**src/rtl/sdcmd_pkg.sv**
```systemverilog
package sdcmd_pkg;

    // operating-mode field values
    localparam logic [2:0] MODE_NORMAL    = 3'd0;
    localparam logic [2:0] MODE_PRECHARGE = 3'd1;
    localparam logic [2:0] MODE_AUTOREF   = 3'd2;
    localparam logic [2:0] MODE_LOADMR    = 3'd3;
    localparam logic [2:0] MODE_MANREF    = 3'd4;

    // control word bit positions
    localparam int EN_BIT   = 31;
    localparam int MODE_LSB = 28;
    localparam int ROW_LSB  = 24;
    localparam int COL_LSB  = 20;
    localparam int DSZ_LSB  = 16;
    localparam logic [1:0] COL_MAX_CODE = 2'd2;

    typedef enum logic [1:0] {
        OP_PRE_BANK = 2'd0,
        OP_PRE_ALL  = 2'd1,
        OP_REFRESH  = 2'd2,
        OP_LOAD_MR  = 2'd3
    } cmd_op_e;

    typedef enum logic [1:0] {
        ACC_FWD  = 2'd0,
        ACC_CMD  = 2'd1,
        ACC_DROP = 2'd2
    } acc_kind_e;

    typedef enum logic [1:0] {
        S_IDLE  = 2'd0,
        S_ISSUE = 2'd1,
        S_HOLD  = 2'd2,
        S_ACK   = 2'd3
    } xl_state_e;

endpackage

```
**src/rtl/sdcmd_ctl_reg.sv**
```systemverilog
module sdcmd_ctl_reg
    import sdcmd_pkg::*;
(
    input  logic        clk,
    input  logic        rst_n,
    input  logic        wr_en,
    input  logic        wr_enable_bit,
    input  logic [2:0]  wr_mode,
    input  logic [1:0]  wr_row,
    input  logic [1:0]  wr_col,
    input  logic [1:0]  wr_dsz,
    output logic        ctl_en,
    output logic [2:0]  ctl_mode,
    output logic [31:0] ctl_word
);

    logic [1:0] row_q;
    logic [1:0] col_q;
    logic [1:0] dsz_q;
    logic       accept;

    // a column code beyond the legal range rejects the whole word
    assign accept = wr_en && (wr_col <= COL_MAX_CODE);

    always_ff @(posedge clk or negedge rst_n) begin
        if (!rst_n) begin
            ctl_en   <= 1'b0;
            ctl_mode <= MODE_NORMAL;
            row_q    <= '0;
            col_q    <= '0;
            dsz_q    <= '0;
        end else if (accept) begin
            ctl_en   <= wr_enable_bit;
            ctl_mode <= wr_mode;
            row_q    <= wr_row;
            col_q    <= wr_col;
            dsz_q    <= wr_dsz;
        end
    end

    always_comb begin
        ctl_word = '0;
        ctl_word[EN_BIT]                 = ctl_en;
        ctl_word[MODE_LSB +: 3]          = ctl_mode;
        ctl_word[ROW_LSB +: 2]           = row_q;
        ctl_word[COL_LSB +: 2]           = col_q;
        ctl_word[DSZ_LSB +: 2]           = dsz_q;
    end

endmodule

```
**src/rtl/sdcmd_decode.sv**
```systemverilog
module sdcmd_decode
    import sdcmd_pkg::*;
#(
    parameter int MA_W     = 14,
    parameter int PALL_BIT = 10
) (
    input  logic            en,
    input  logic [2:0]      mode,
    input  logic            we,
    input  logic [1:0]      bank_bits,
    input  logic [MA_W-1:0] low_bits,
    output acc_kind_e       kind,
    output cmd_op_e         op,
    output logic [1:0]      bank,
    output logic [MA_W-1:0] maddr
);

    always_comb begin
        kind  = ACC_DROP;
        op    = OP_REFRESH;
        bank  = '0;
        maddr = '0;
        if (en) begin
            unique case (mode)
                MODE_NORMAL: begin
                    kind = ACC_FWD;
                end
                MODE_PRECHARGE: begin
                    if (we) begin
                        kind  = ACC_CMD;
                        op    = low_bits[PALL_BIT] ? OP_PRE_ALL : OP_PRE_BANK;
                        bank  = bank_bits;
                        maddr = low_bits;
                    end
                end
                MODE_AUTOREF, MODE_MANREF: begin
                    if (we) begin
                        kind = ACC_CMD;
                        op   = OP_REFRESH;
                    end
                end
                MODE_LOADMR: begin
                    if (we) begin
                        kind  = ACC_CMD;
                        op    = OP_LOAD_MR;
                        bank  = bank_bits;
                        maddr = low_bits;
                    end
                end
                default: begin
                    kind = ACC_DROP;
                end
            endcase
        end
    end

endmodule

```
**src/rtl/sdcmd_fsm.sv**
```systemverilog
module sdcmd_fsm
    import sdcmd_pkg::*;
#(
    parameter int MA_W = 14
) (
    input  logic            clk,
    input  logic            rst_n,
    input  logic            req,
    input  logic            csr_sel,
    input  logic            we,
    input  acc_kind_e       kind,
    input  cmd_op_e         op_in,
    input  logic [1:0]      bank_in,
    input  logic [MA_W-1:0] maddr_in,
    input  logic            cmd_ready,
    output logic            cmd_valid,
    output cmd_op_e         cmd_op,
    output logic [1:0]      cmd_bank,
    output logic [MA_W-1:0] cmd_addr,
    output logic            ack,
    output logic            idle,
    output logic            csr_wr
);

    xl_state_e state_q;
    xl_state_e state_d;
    logic      take_cmd;

    assign take_cmd = (state_q == S_IDLE) && req && !csr_sel && (kind == ACC_CMD);

    // next-state logic
    always_comb begin
        state_d = state_q;
        unique case (state_q)
            S_IDLE: begin
                if (req) begin
                    if (csr_sel) begin
                        state_d = S_ACK;
                    end else begin
                        unique case (kind)
                            ACC_CMD:  state_d = S_ISSUE;
                            ACC_DROP: state_d = S_ACK;
                            default:  state_d = S_IDLE;
                        endcase
                    end
                end
            end
            S_ISSUE: state_d = cmd_ready ? S_ACK : S_HOLD;
            S_HOLD:  state_d = cmd_ready ? S_ACK : S_HOLD;
            S_ACK:   state_d = S_IDLE;
        endcase
    end

    // state register
    always_ff @(posedge clk or negedge rst_n) begin
        if (!rst_n) begin
            state_q <= S_IDLE;
        end else begin
            state_q <= state_d;
        end
    end

    // command capture at acceptance
    always_ff @(posedge clk or negedge rst_n) begin
        if (!rst_n) begin
            cmd_op   <= OP_PRE_BANK;
            cmd_bank <= '0;
            cmd_addr <= '0;
        end else if (take_cmd) begin
            cmd_op   <= op_in;
            cmd_bank <= bank_in;
            cmd_addr <= maddr_in;
        end
    end

    // outputs
    always_comb begin
        cmd_valid = (state_q == S_ISSUE);
        ack       = (state_q == S_ACK);
        idle      = (state_q == S_IDLE);
        csr_wr    = (state_q == S_IDLE) && req && csr_sel && we;
    end

endmodule

```
**src/rtl/sdcmd_xlate.sv**
```systemverilog
module sdcmd_xlate
    import sdcmd_pkg::*;
#(
    parameter int ADDR_W   = 32,
    parameter int DATA_W   = 32,
    parameter int MA_W     = 14,
    parameter int BANK_LSB = 25,
    parameter int PALL_BIT = 10
) (
    input  logic              clk,
    input  logic              rst_n,
    input  logic              bus_req,
    input  logic              bus_csr_sel,
    input  logic              bus_we,
    input  logic [ADDR_W-1:0] bus_addr,
    input  logic [DATA_W-1:0] bus_wdata,
    output logic [DATA_W-1:0] bus_rdata,
    output logic              bus_ack,
    output logic              cmd_valid,
    input  logic              cmd_ready,
    output logic [1:0]        cmd_op,
    output logic [1:0]        cmd_bank,
    output logic [MA_W-1:0]   cmd_addr,
    output logic              dp_req,
    output logic              dp_we,
    output logic [ADDR_W-1:0] dp_addr,
    output logic [DATA_W-1:0] dp_wdata,
    input  logic [DATA_W-1:0] dp_rdata,
    input  logic              dp_ack
);

    localparam int BA_W = 2;

    logic            ctl_en;
    logic [2:0]      ctl_mode;
    logic [31:0]     ctl_word;
    logic            csr_wr;
    logic            fsm_ack;
    logic            fsm_idle;
    acc_kind_e       dec_kind;
    cmd_op_e         dec_op;
    logic [BA_W-1:0] dec_bank;
    logic [MA_W-1:0] dec_maddr;
    cmd_op_e         fsm_op;

    sdcmd_ctl_reg u_ctl (
        .clk           (clk),
        .rst_n         (rst_n),
        .wr_en         (csr_wr),
        .wr_enable_bit (bus_wdata[EN_BIT]),
        .wr_mode       (bus_wdata[MODE_LSB +: 3]),
        .wr_row        (bus_wdata[ROW_LSB +: 2]),
        .wr_col        (bus_wdata[COL_LSB +: 2]),
        .wr_dsz        (bus_wdata[DSZ_LSB +: 2]),
        .ctl_en        (ctl_en),
        .ctl_mode      (ctl_mode),
        .ctl_word      (ctl_word)
    );

    sdcmd_decode #(
        .MA_W     (MA_W),
        .PALL_BIT (PALL_BIT)
    ) u_dec (
        .en        (ctl_en),
        .mode      (ctl_mode),
        .we        (bus_we),
        .bank_bits (bus_addr[BANK_LSB +: BA_W]),
        .low_bits  (bus_addr[MA_W-1:0]),
        .kind      (dec_kind),
        .op        (dec_op),
        .bank      (dec_bank),
        .maddr     (dec_maddr)
    );

    sdcmd_fsm #(
        .MA_W (MA_W)
    ) u_fsm (
        .clk       (clk),
        .rst_n     (rst_n),
        .req       (bus_req),
        .csr_sel   (bus_csr_sel),
        .we        (bus_we),
        .kind      (dec_kind),
        .op_in     (dec_op),
        .bank_in   (dec_bank),
        .maddr_in  (dec_maddr),
        .cmd_ready (cmd_ready),
        .cmd_valid (cmd_valid),
        .cmd_op    (fsm_op),
        .cmd_bank  (cmd_bank),
        .cmd_addr  (cmd_addr),
        .ack       (fsm_ack),
        .idle      (fsm_idle),
        .csr_wr    (csr_wr)
    );

    assign cmd_op    = fsm_op;

    // normal-mode pass-through
    assign dp_req    = bus_req && !bus_csr_sel && fsm_idle && (dec_kind == ACC_FWD);
    assign dp_we     = bus_we;
    assign dp_addr   = bus_addr;
    assign dp_wdata  = bus_wdata;

    assign bus_ack   = fsm_ack || (dp_req && dp_ack);
    assign bus_rdata = bus_csr_sel ? DATA_W'(ctl_word) : dp_rdata;

endmodule

```
**config.mk**
```make
export PLATFORM = sky130hd
export DESIGN_NAME = sdcmd_xlate
export DESIGN_NICKNAME = d
export VERILOG_FILES = /design/src/rtl/sdcmd_pkg.sv /design/src/rtl/sdcmd_ctl_reg.sv /design/src/rtl/sdcmd_decode.sv /design/src/rtl/sdcmd_fsm.sv /design/src/rtl/sdcmd_xlate.sv
export SDC_FILE = /design/constraint.sdc
export NUM_CORES = 1
export LEC_CHECK = 0
export ABC_AREA = 1
export CAP_MARGIN = 20
export CORE_MARGIN = 2
export CORE_UTILIZATION = 27
export CTS_CLUSTER_DIAMETER = 150
export CTS_CLUSTER_SIZE = 28
export DETAILED_ROUTE_END_ITERATION = 12
export GPL_TIMING_DRIVEN = 0
export PLACE_DENSITY = 0.75
export SETUP_SLACK_MARGIN = 0.05
export SYNTH_ARGS = -nofsm -noshare
export SYNTH_HDL_FRONTEND = slang
export SYNTH_SLANG_ARGS = --single-unit
```
**constraint.sdc**
```tcl
create_clock -name clk -period 1.4 [get_ports clk]
set_input_delay 0.35 -clock clk [delete_from_list [all_inputs] [get_ports clk]]
set_output_delay 0.35 -clock clk [all_outputs]
set_load 0.01 [all_outputs]
```
# ---- Yosys cells after proc, flatten, opt, wreduce, memory -nomap -nowiden
# Cells that the tools add are included.
dict set report op_classes {
  addsub 0
  mul 0
  n_div 0
  magnitude_cmp 1
  n_eq_ne 10
  n_shift 0
  mux 20
  bitwise 0
  reduce_logical 18
}
# cell n
set ops {}
lappend ops {{$mux W14} 3}
lappend ops {{$mux W32} 1}
lappend ops {{$mux W2} 9}
lappend ops {{$pmux W2 S2} 3}
lappend ops {{$logic_and A1 B1 Y1} 10}
lappend ops {{$eq A2 B2 Y1 const B} 3}
lappend ops {{$eq A3 B2 Y1 const B} 2}
lappend ops {{$pmux W2 S3} 1}
lappend ops {{$eq A2 B1 Y1 const B} 2}
lappend ops {{$logic_not A2 Y1} 2}
lappend ops {{$reduce_or A2 Y1} 2}
lappend ops {{$reduce_or A4 Y1} 1}
lappend ops {{$eq A3 B1 Y1 const B} 1}
lappend ops {{$eq A3 B3 Y1 const B} 1}
lappend ops {{$logic_not A3 Y1} 1}
lappend ops {{$mux W1} 3}
lappend ops {{$le A2 B2 Y1 const B} 1}
lappend ops {{$ne A2 B2 Y1 const B} 1}
lappend ops {{$logic_not A1 Y1} 1}
lappend ops {{$logic_or A1 B1 Y1} 1}
dict set report word_totals {
  regBits 30
  latch_bits 0
  ram_bits 0
  mem_bits_ro 0
  in_bits 103
  output_inout_bits 118
  memories 0
}

# ---- Longest topological paths before layout
# Gate-level depths: netlist (run 1).
dict set report depth {
  depth_word 9
  depth_mapped 9
  mapped_depth_nobuf 8
}

# ---- Modules after synthesis
# Synthesis (run 1) repeated with hierarchy kept, for this count alone.
dict set report hier_totals {
  hier_cells 410
  area_unflattened_um2 2847.7
}
# mod instances cells_each area_each_um2 seq_area_each_um2
set modules_own_cells {}
lappend modules_own_cells {sdcmd_xlate 1 176 983.4 0.0}
lappend modules_own_cells {sdcmd_fsm 1 109 945.9 500.5}
lappend modules_own_cells {sdcmd_ctl_reg 1 71 605.6 250.2}
lappend modules_own_cells {sdcmd_decode 1 54 312.8 0.0}

# ---- Worst setup path before layout (run 1)
# OpenSTA, ideal clock, no wires.
dict set report synth_path {
  path_type {register to output}
  start {reg u_fsm.state_q[0]}
  end {out dp_req}
  arrival_ns 1.275
  path_slack_ns -0.225
  path_stages_with_launch 7
  cell_sequence {dfrtp_1 -> inv_1 -> ha_1 -> nand2_1 -> nor2_2 -> inv_2 -> nor3_1}
}
dict set report synth_via {
  elab_chain_cells 3
}
# element line
set synth_rtl {}
lappend synth_rtl {{from (decl)} sdcmd_fsm.sv:25} ;# xl_state_e state_q;
lappend synth_rtl {{from (signal assigned)} sdcmd_fsm.sv:59} ;# state_q <= state_d;
lappend synth_rtl {{$logic_not A2 Y1} sdcmd_fsm.sv:80} ;# idle = (state_q == S_IDLE);
lappend synth_rtl {{$logic_and A1 B1 Y1 (2 in series)} sdcmd_xlate.sv:100} ;# assign dp_req = bus_req && !bus_csr_sel && fsm_idle && (dec_kind == ACC_FWD);
lappend synth_rtl {{to (decl)} sdcmd_xlate.sv:24} ;# output logic dp_req,
# No other way between the ends.

# ---- Worst setup path in the final report (run 1)
dict set report layout_path {
  start {reg u_ctl.ctl_mode[1]}
  end {out dp_req}
}
dict set report layout_via {
  elab_chain_cells 6
  word_cells_on_any_way 10
  cone_classes {eq/ne (4); mux (2); reduce/logical (4)}
}
# element line
set layout_rtl {}
lappend layout_rtl {{from (decl)} sdcmd_ctl_reg.sv:13} ;# output logic [2:0] ctl_mode,
lappend layout_rtl {{from (signal assigned)} sdcmd_ctl_reg.sv:34} ;# ctl_mode <= wr_mode;
lappend layout_rtl {{$eq A3 B1 Y1, or another cell as far along} sdcmd_decode.sv:24} ;# unique case (mode)
lappend layout_rtl {{$reduce_or A4 Y1 (no line)} -}
lappend layout_rtl {{$pmux W2 S2 (*)} sdcmd_decode.sv:24}
lappend layout_rtl {{$mux W2 (*)} sdcmd_decode.sv:23} ;# if (en) begin
lappend layout_rtl {{$logic_not A2 Y1 (*)} sdcmd_xlate.sv:100}
lappend layout_rtl {{$logic_and A1 B1 Y1 (*)} sdcmd_xlate.sv:100}
# Every way passes the cells marked *; elsewhere a longest branch is shown, timed or not.

==> reports/summary.txt, run 1 <==
Outcome = complete, but fails checks
Violated checks = setup timing
Root buffer cell = clkbuf_8
Critical path launch point = u_ctl.ctl_mode[1]$_DFFE_PN0P_
Clk buf depth = 2
Max Freq = 541 MHz
Clock sink count = 30
Clock power frac = 20.8%
CP endpoint kind = output port
Gp weighted congestion = 0.755
CP max stage delay = 0.45 ns
WP buf/inv = 2
Critical path depth = 6
Max_slew headroom = 51.2%
Reg2Reg Depth = 9
WHS = 0.438 ns
Share of power burned in registers = 29.4%
Inserted Clock Buffers = 5
Clock skew = 0.00851 ns
Grt ovf = 0
Setup violators final = 36
Pwr/cell area = 903 nW/um^2
Hold Crit Depth = 3
Starting density of the core = 28.3%
DRT Wirelength = 8180 um
Yosys cell types = 28
Max Slew Vio Count = 0
Sequential share of the synthesized area = 34.0%
Clk Latency, worst-skew pair = 0.29 ns
Hpwl dp = 6200 um
Die height = 94.4 um
Required time reported for the critical path endpoint = 1.05 ns
Maximum vdd ir drop = 0.527 mV
Core box area = 7810 um^2
Synthesized instance count = 303
PnR worst setup slack = -0.450 ns
Synth area leaders = dfrtp_1, buf_4, nand2_1, inv_1, nor2_1
Initial antenna violation count = 0
HP Start = bus_csr_sel
Synth-to-Final Area Change = 110%
Final worst path period share = 132%
RSZ-0062 raised after global routing = yes
Via density = 4.28
CP max FO = 4
Crit start category = flip-flop
Max_cap viols = 0
Reg2Reg Launch Point = u_ctl.ctl_mode[1]$_DFFE_PN0P_
Vias in the first global route = 2583
Largest delay share family, worst path = flip-flops
First-pass GRT wire length = 11900 um
Layout cells sized above 1 = 46.3%
Final hold violations = 0
Mean Syn Cell Area = 7.28 um^2
Largest net degree at the start of global routing = 19
I/O Buffers = 182
Post-place setup slack = -1.21 ns
Num rows = 32
P_sw = 1.49 mW
Antenna Diode Count = 0
Seq cells post-synth = 30
Crit-path slowest cell = dfrtp_2
Yosys top cell by area = dfrtp_1
Synthesized cell area = 2210 um^2
Critical Path AT = 1.50 ns
Initial DRC Count = 24
Worst-path cell chain = o21ai_4, nand2_2, nor2_4, inv_2, nor3_4, buf_2
Switch share = 35.5%
Worst-Margin Slew = 0.730 ns
Post-route DRC = 0
Layout fillers = 709
Leakage = 2.55 nW
DIE WIDTH = 94.4 um
Gr usage total = 17.0%
CTS tree = done
H-tree lvl count = 2
Pre-antenna DRT Iters = 5
Vias = 2653
Fin nets = 625
Comb power frac = 49.8%
Clock-pin slew on the worst setup and hold paths = 0.07 ns
P_int = 2.70 mW
Antenna Nets Post-Route = 0
Syn nets = 411
YS warnings = 0
Area of placed instances = 4220 um^2
I/O pins = 221
Fin crit period = 1.85 ns
Post-layout instance area = 4640 um^2
WS Path Type = flip-flop to output port
Share of the synthesized area in the top cell type = 34.0%
Hold WC Path Type = input pin to flip-flop
Die area = 8910 um^2
WL per Instance = 13.2 um
layout make-up:
| cell class | count | area [um^2] | area share [%] |
|---|---|---|---|
| timing repair buffer | 207 | 1860 | 40.0 |
| clock buffer | 5 | 68.8 | 1.48 |
| buffer | 74 | 591 | 12.7 |
| multi-input combinational | 156 | 1020 | 21.9 |
| sequential | 30 | 756 | 16.3 |
| clock inverter | 3 | 40.0 | 0.863 |
| inverter | 43 | 181 | 3.91 |
| tap | 102 | 128 | 2.75 |
layout by cell type, fill, tap and decap left out, types with 2 or more instances in the layout:
| cell | synthesis | routed |
|---|---|---|
| buf_4 | 66 | 83 |
| dlygate4sd2_1 | 0 | 74 |
| nand2_1 | 74 | 61 |
| clkdlybuf4s50_1 | 0 | 44 |
| buf_2 | 1 | 34 |
| inv_1 | 38 | 33 |
| dfrtp_1 | 30 | 26 |
| clkdlybuf4s15_2 | 0 | 18 |
| nor2_1 | 30 | 17 |
| buf_6 | 1 | 16 |
| nand3_2 | 0 | 14 |
| nand2_2 | 1 | 12 |
| o21ai_1 | 2 | 9 |
| nor2_2 | 1 | 8 |
| nor2_4 | 0 | 6 |
| clkbuf_8 | 0 | 6 |
| inv_2 | 4 | 5 |
| dfrtp_2 | 0 | 4 |
| inv_4 | 1 | 3 |
| a21oi_1 | 5 | 3 |
| nand3_4 | 1 | 3 |
| buf_8 | 1 | 3 |
| nand2_4 | 1 | 3 |
| ha_4 | 0 | 3 |
| o21ai_2 | 1 | 2 |
| buf_12 | 0 | 2 |
| clkbuf_2 | 0 | 2 |
| nor3_4 | 1 | 2 |
| o21ai_0 | 11 | 2 |
| a21oi_2 | 0 | 2 |
| ha_1 | 5 | 2 |
| clkinv_2 | 0 | 2 |
cell families after synthesis:
logic type	after synthesis	share of synthesized area, %
DFF	30	34.0
AOI/OAI and AO/OA	22	5.44
and+or+nand+nor	129	25.6
adders and majority gates	5	2.83
buffers and inverters	117	32.1
worst min-delay path: stages:
cell and delay (ns):
buf_6 0.12, o21ai_1 0.11, a31oi_1 0.10
flip-flops by register name, indices dropped and copies added (netlist names):
register,count
u_ctl.col_q,2
u_ctl.dsz_q,2
u_fsm.cmd_bank,2
u_ctl.ctl_en,1
u_fsm.state_q,2
u_fsm.cmd_addr,14
u_fsm.cmd_op,2
u_ctl.row_q,2
u_ctl.ctl_mode,3
routing by layer:
metal	track usage, %	wire length [um]
met5	0	0
met4	3.86	153
met3	6.15	872
met2	32.7	4370
met1	17.6	2780
cell usage after synthesis:
cell,instances
inv_1,38
ha_1,5
a22oi_1,1
buf_4,66
nor2_8,1
nor2_2,1
nor2_1,30
inv_2,4
nand3_4,1
nor3_4,1
nand2_2,1
o21ai_2,1
a31oi_1,1
inv_4,1
nand4_1,1
dfrtp_1,30
nand3_1,17
a21oi_1,5
o211ai_1,1
buf_2,1
nand2_1,74
nand2_4,1
buf_6,1
o21ai_0,11
clkbuf_1,5
buf_8,1
o21ai_1,2
nor3_1,1
stage by stage:
step                      power (mW)  util [%]  instances  TNS (ns)
after floorplan                 2.06         -        303    -0.103
after global placement          2.85      53.7        587    -78.80
after detailed placement        2.92      54.1        588    -63.08
after CTS                       3.85      55.5        613     -5.12
after global routing            4.45      59.4        620     -8.84
final                           4.19      59.4        620     -5.66
path summary, 6_finish.rpt:
kind	to	slack, ns
worst min register to register	u_fsm.cmd_addr[2]$_DFFE_PN0P_	0.47
worst max-delay path	dp_req	-0.45
worst max register to register	u_fsm.state_q[0]$_DFFE_PN0P_	-0.25
worst min-delay path	u_fsm.state_q[1]$_DFFE_PN0P_	0.44
max in group asynchronous	u_fsm.cmd_addr[12]$_DFFE_PN0P_	0.36
min in group asynchronous	u_ctl.col_q[1]$_DFFE_PN0P_	0.50
what timing repair did:
action                                  4_1_cts  5_1_grt
resized for setup                           350       83
endpoints found under the setup margin      110       48
setup buffers                                13       10
endpoints found under the hold margin         0        0
cloned                                        4        0
hold buffers                                  0        0
pin swaps                                    31       29
power by group through the flow:
stage,Clock (mW),Sequential [mW],Combinational [mW]
after global placement,0,1.19,1.66
after CTS,0.889,1.18,1.79
after global routing,0.928,1.26,2.26
after detailed placement,0,1.20,1.72
after floorplan,0,1.17,0.890
final,0.872,1.23,2.09
No activity file was read; power rests on OpenSTA's default activity.
==> run 2: changes to the inputs <==
ABC_AREA = default   (was 1)
CTS_CLUSTER_SIZE = default   (was 28)
==> reports/summary.txt, run 2 <==
Mean Syn Cell Area = 9.59 um^2
Synth top cells by count = buf_4, dfrtp_1, nor2b_1, inv_1, mux2_2
Maximum vdd ir drop = 0.413 mV
Fin nets = 553
Vias = 2269
Clock skew = 0.00725 ns
Layout Utilization = 59.3%
Clock sink count = 30
Yosys cell types = 26
Worst-Margin Slew = 0.703 ns
Via density = 4.14
Post-route DRC = 0
WL per Instance = 13.5 um
I/O Buffers = 181
PnR worst setup slack = -0.650 ns
Hpwl dp = 5810 um
Initial DRC Count = 15
Reg2Reg Depth = 7
R2R Setup Slk = -0.53 ns
Largest net degree at the start of global routing = 31
Root buffer cell = clkbuf_8
H-tree lvl count = 2
Crit start category = flip-flop
Cell with the most instances after synthesis = buf_4
Critical Path AT = 1.70 ns
Synth area leaders = dfrtp_1, buf_4, mux2_2, mux2i_1, nor2b_1
Largest Register = u_fsm.cmd_addr
Max Slew Vio Count = 0
Yosys top cell by area = dfrtp_1
Pwr/cell area = 1030 nW/um^2
Setup violators final = 43
Most common library cell in the layout ignoring fill and taps = buf_4
Pre-antenna DRT Iters = 4
Max_cap viols = 0
Layout fillers = 708
Critical path launch point = u_ctl.ctl_mode[0]$_DFFE_PN0P_
Antenna Nets Post-Route = 0
DIE WIDTH = 94.2 um
Initial antenna violation count = 0
Final worst path period share = 146%
Synth-to-Final Area Change = 111%
Most used DFF post-synth = dfrtp_1
Num rows = 32
Fin crit period = 2.05 ns
Synthesized cell area = 2200 um^2
Required time reported for the critical path endpoint = 1.05 ns
Hold bufs inserted after CTS = 0
Number of synthesized flops with an enable pin = 0
WHS = 0.116 ns
Max FFs per register = 14
CP endpoint kind = output port
CTS tree = done
R2R Path End = u_fsm.cmd_addr[5]$_DFFE_PN0P_
Inserted Clock Buffers = 5
Share of the synthesized area in the top cell type = 34.2%
Reg2Reg Launch Point = u_ctl.ctl_mode[0]$_DFFE_PN0P_
Die height = 94.2 um
Top Registers = u_fsm.cmd_addr x14, u_ctl.ctl_mode x3
First-pass GRT wire length = 10900 um
WS Path Type = flip-flop to output port
CP max FO = 4
Clock-pin slew on the worst setup and hold paths = 0.07 ns
Syn nets = 337
Layout cells sized above 1 = 46.9%
Crit path capture = bus_ack
Total power = 4.76 mW
Antenna Diode Count = 0
Synthesized instance count = 229
Clk buf depth = 2
Gr usage total = 15.7%
Vias in the first global route = 2300
Max Freq = 488 MHz
I/O pins = 221
Sequential share of the synthesized area = 34.2%
Most frequent cells in the layout = buf_4, dlygate4sd2_1, clkdlybuf4s50_1
Final hold violations = 0
Clk Latency, worst-skew pair = 0.28 ns
Gp weighted congestion = 0.769
Grt ovf = 0
Core box area = 7810 um^2
Violated checks = setup timing
Hold WC Path Type = input pin to asynchronous set/reset pin
Starting density of the core = 28.1%
Max_slew headroom = 53.1%
YS warnings = 0
Leakage = 2.29 nW
DRT Wirelength = 7400 um
Outcome = complete, but fails checks
Seq cells post-synth = 30
RSZ-0062 raised after global routing = yes
Async set or reset register ratio after synthesis = 100%
Die area = 8870 um^2
[run 2: cell count changes after synthesis, sizes merged, moves of 3 or more]
cell and change:
nor2 -30, nand2b +3, o21ai -11, mux2i +17
inv -22, mux2 +21, nand3 -18, nand2 -59
nor2b +22
[run 2: routing by layer]
layer,part of all wire [%],global-route usage (%),vias to the layer above
li1,-,-,1097
met1,36,17.0,1041
met2,54,29.2,123
met3,8.9,4.90,8
met4,1.2,3.99,0
met5,0,0,-
[run 2: worst min path at each step]
stage	to	slack (ns)	start	cells after the start
after global placement	u_ctl.dsz_q[0]$_DFFE_PN0P_	0.50	u_ctl.dsz_q[0]$_DFFE_PN0P_	1
after detailed placement	u_fsm.cmd_addr[0]$_DFFE_PN0P_	0.43	rst_n	1
after global routing	u_fsm.cmd_addr[13]$_DFFE_PN0P_	0.17	rst_n	1
after CTS	u_fsm.cmd_addr[0]$_DFFE_PN0P_	0.12	rst_n	1
final	u_fsm.cmd_addr[13]$_DFFE_PN0P_	0.12	rst_n	1
after floorplan	u_ctl.col_q[0]$_DFFE_PN0P_	0.05	rst_n	0
[run 2: layout make-up]
type / instances / area, um^2 / share of cell area [%]
Sequential cell: 30 / 752 / 16.3
Multi-Input combinational cell: 105 / 1000 / 21.6
Inverter: 21 / 78.8 / 1.70
Tap cell: 102 / 128 / 2.76
Clock inverter: 3 / 40.0 / 0.865
Timing Repair Buffer: 209 / 1960 / 42.4
Buffer: 73 / 597 / 12.9
Clock buffer: 5 / 68.8 / 1.49
[run 2: timing repair]
item,4_1_cts,5_1_grt
endpoints found under the setup margin,110,46
gates cloned,2,0
buffers inserted,20,7
pin swaps,5,2
gates resized for setup,354,17
[run 2: report_power, final]
group	switching (mW)	internal, mW
clock network	0.336	0.523
registers	0.196	1.14
logic	0.966	1.60
[run 2: through the flow]
step	cells	TNS, ns	instance area (um^2)	setup WS (ns)
floorplan	229	-5.89	2320	-0.315
global placement	512	-67.61	4260	-1.16
detailed placement	512	-50.54	4260	-1.19
CTS	542	-14.33	4540	-0.704
global route	548	-17.25	4630	-0.732
finish	548	-14.52	4630	-0.650
[run 2: cells by family (layout without fill, tap and decap cells)]
family / Yosys count / after routing / share of synthesized area (%)
AND/OR/NAND/NOR: 52 / 52 / 13.0
buffers and inverters: 94 / 311 / 28.3
flip-flops: 30 / 30 / 34.2
AO/OA/AOI/OAI: 9 / 9 / 2.62
multiplexers: 38 / 38 / 18.5
adder cells (fa/ha/maj): 6 / 6 / 3.36
[run 2: worst max-delay path, stage by stage (launching register included)]
cell and delay (ns):
dfrtp_1 0.41, or2_1 0.24, maj3_2 0.33, nor3b_4 0.20, a21o_1 0.13, buf_2 0.12
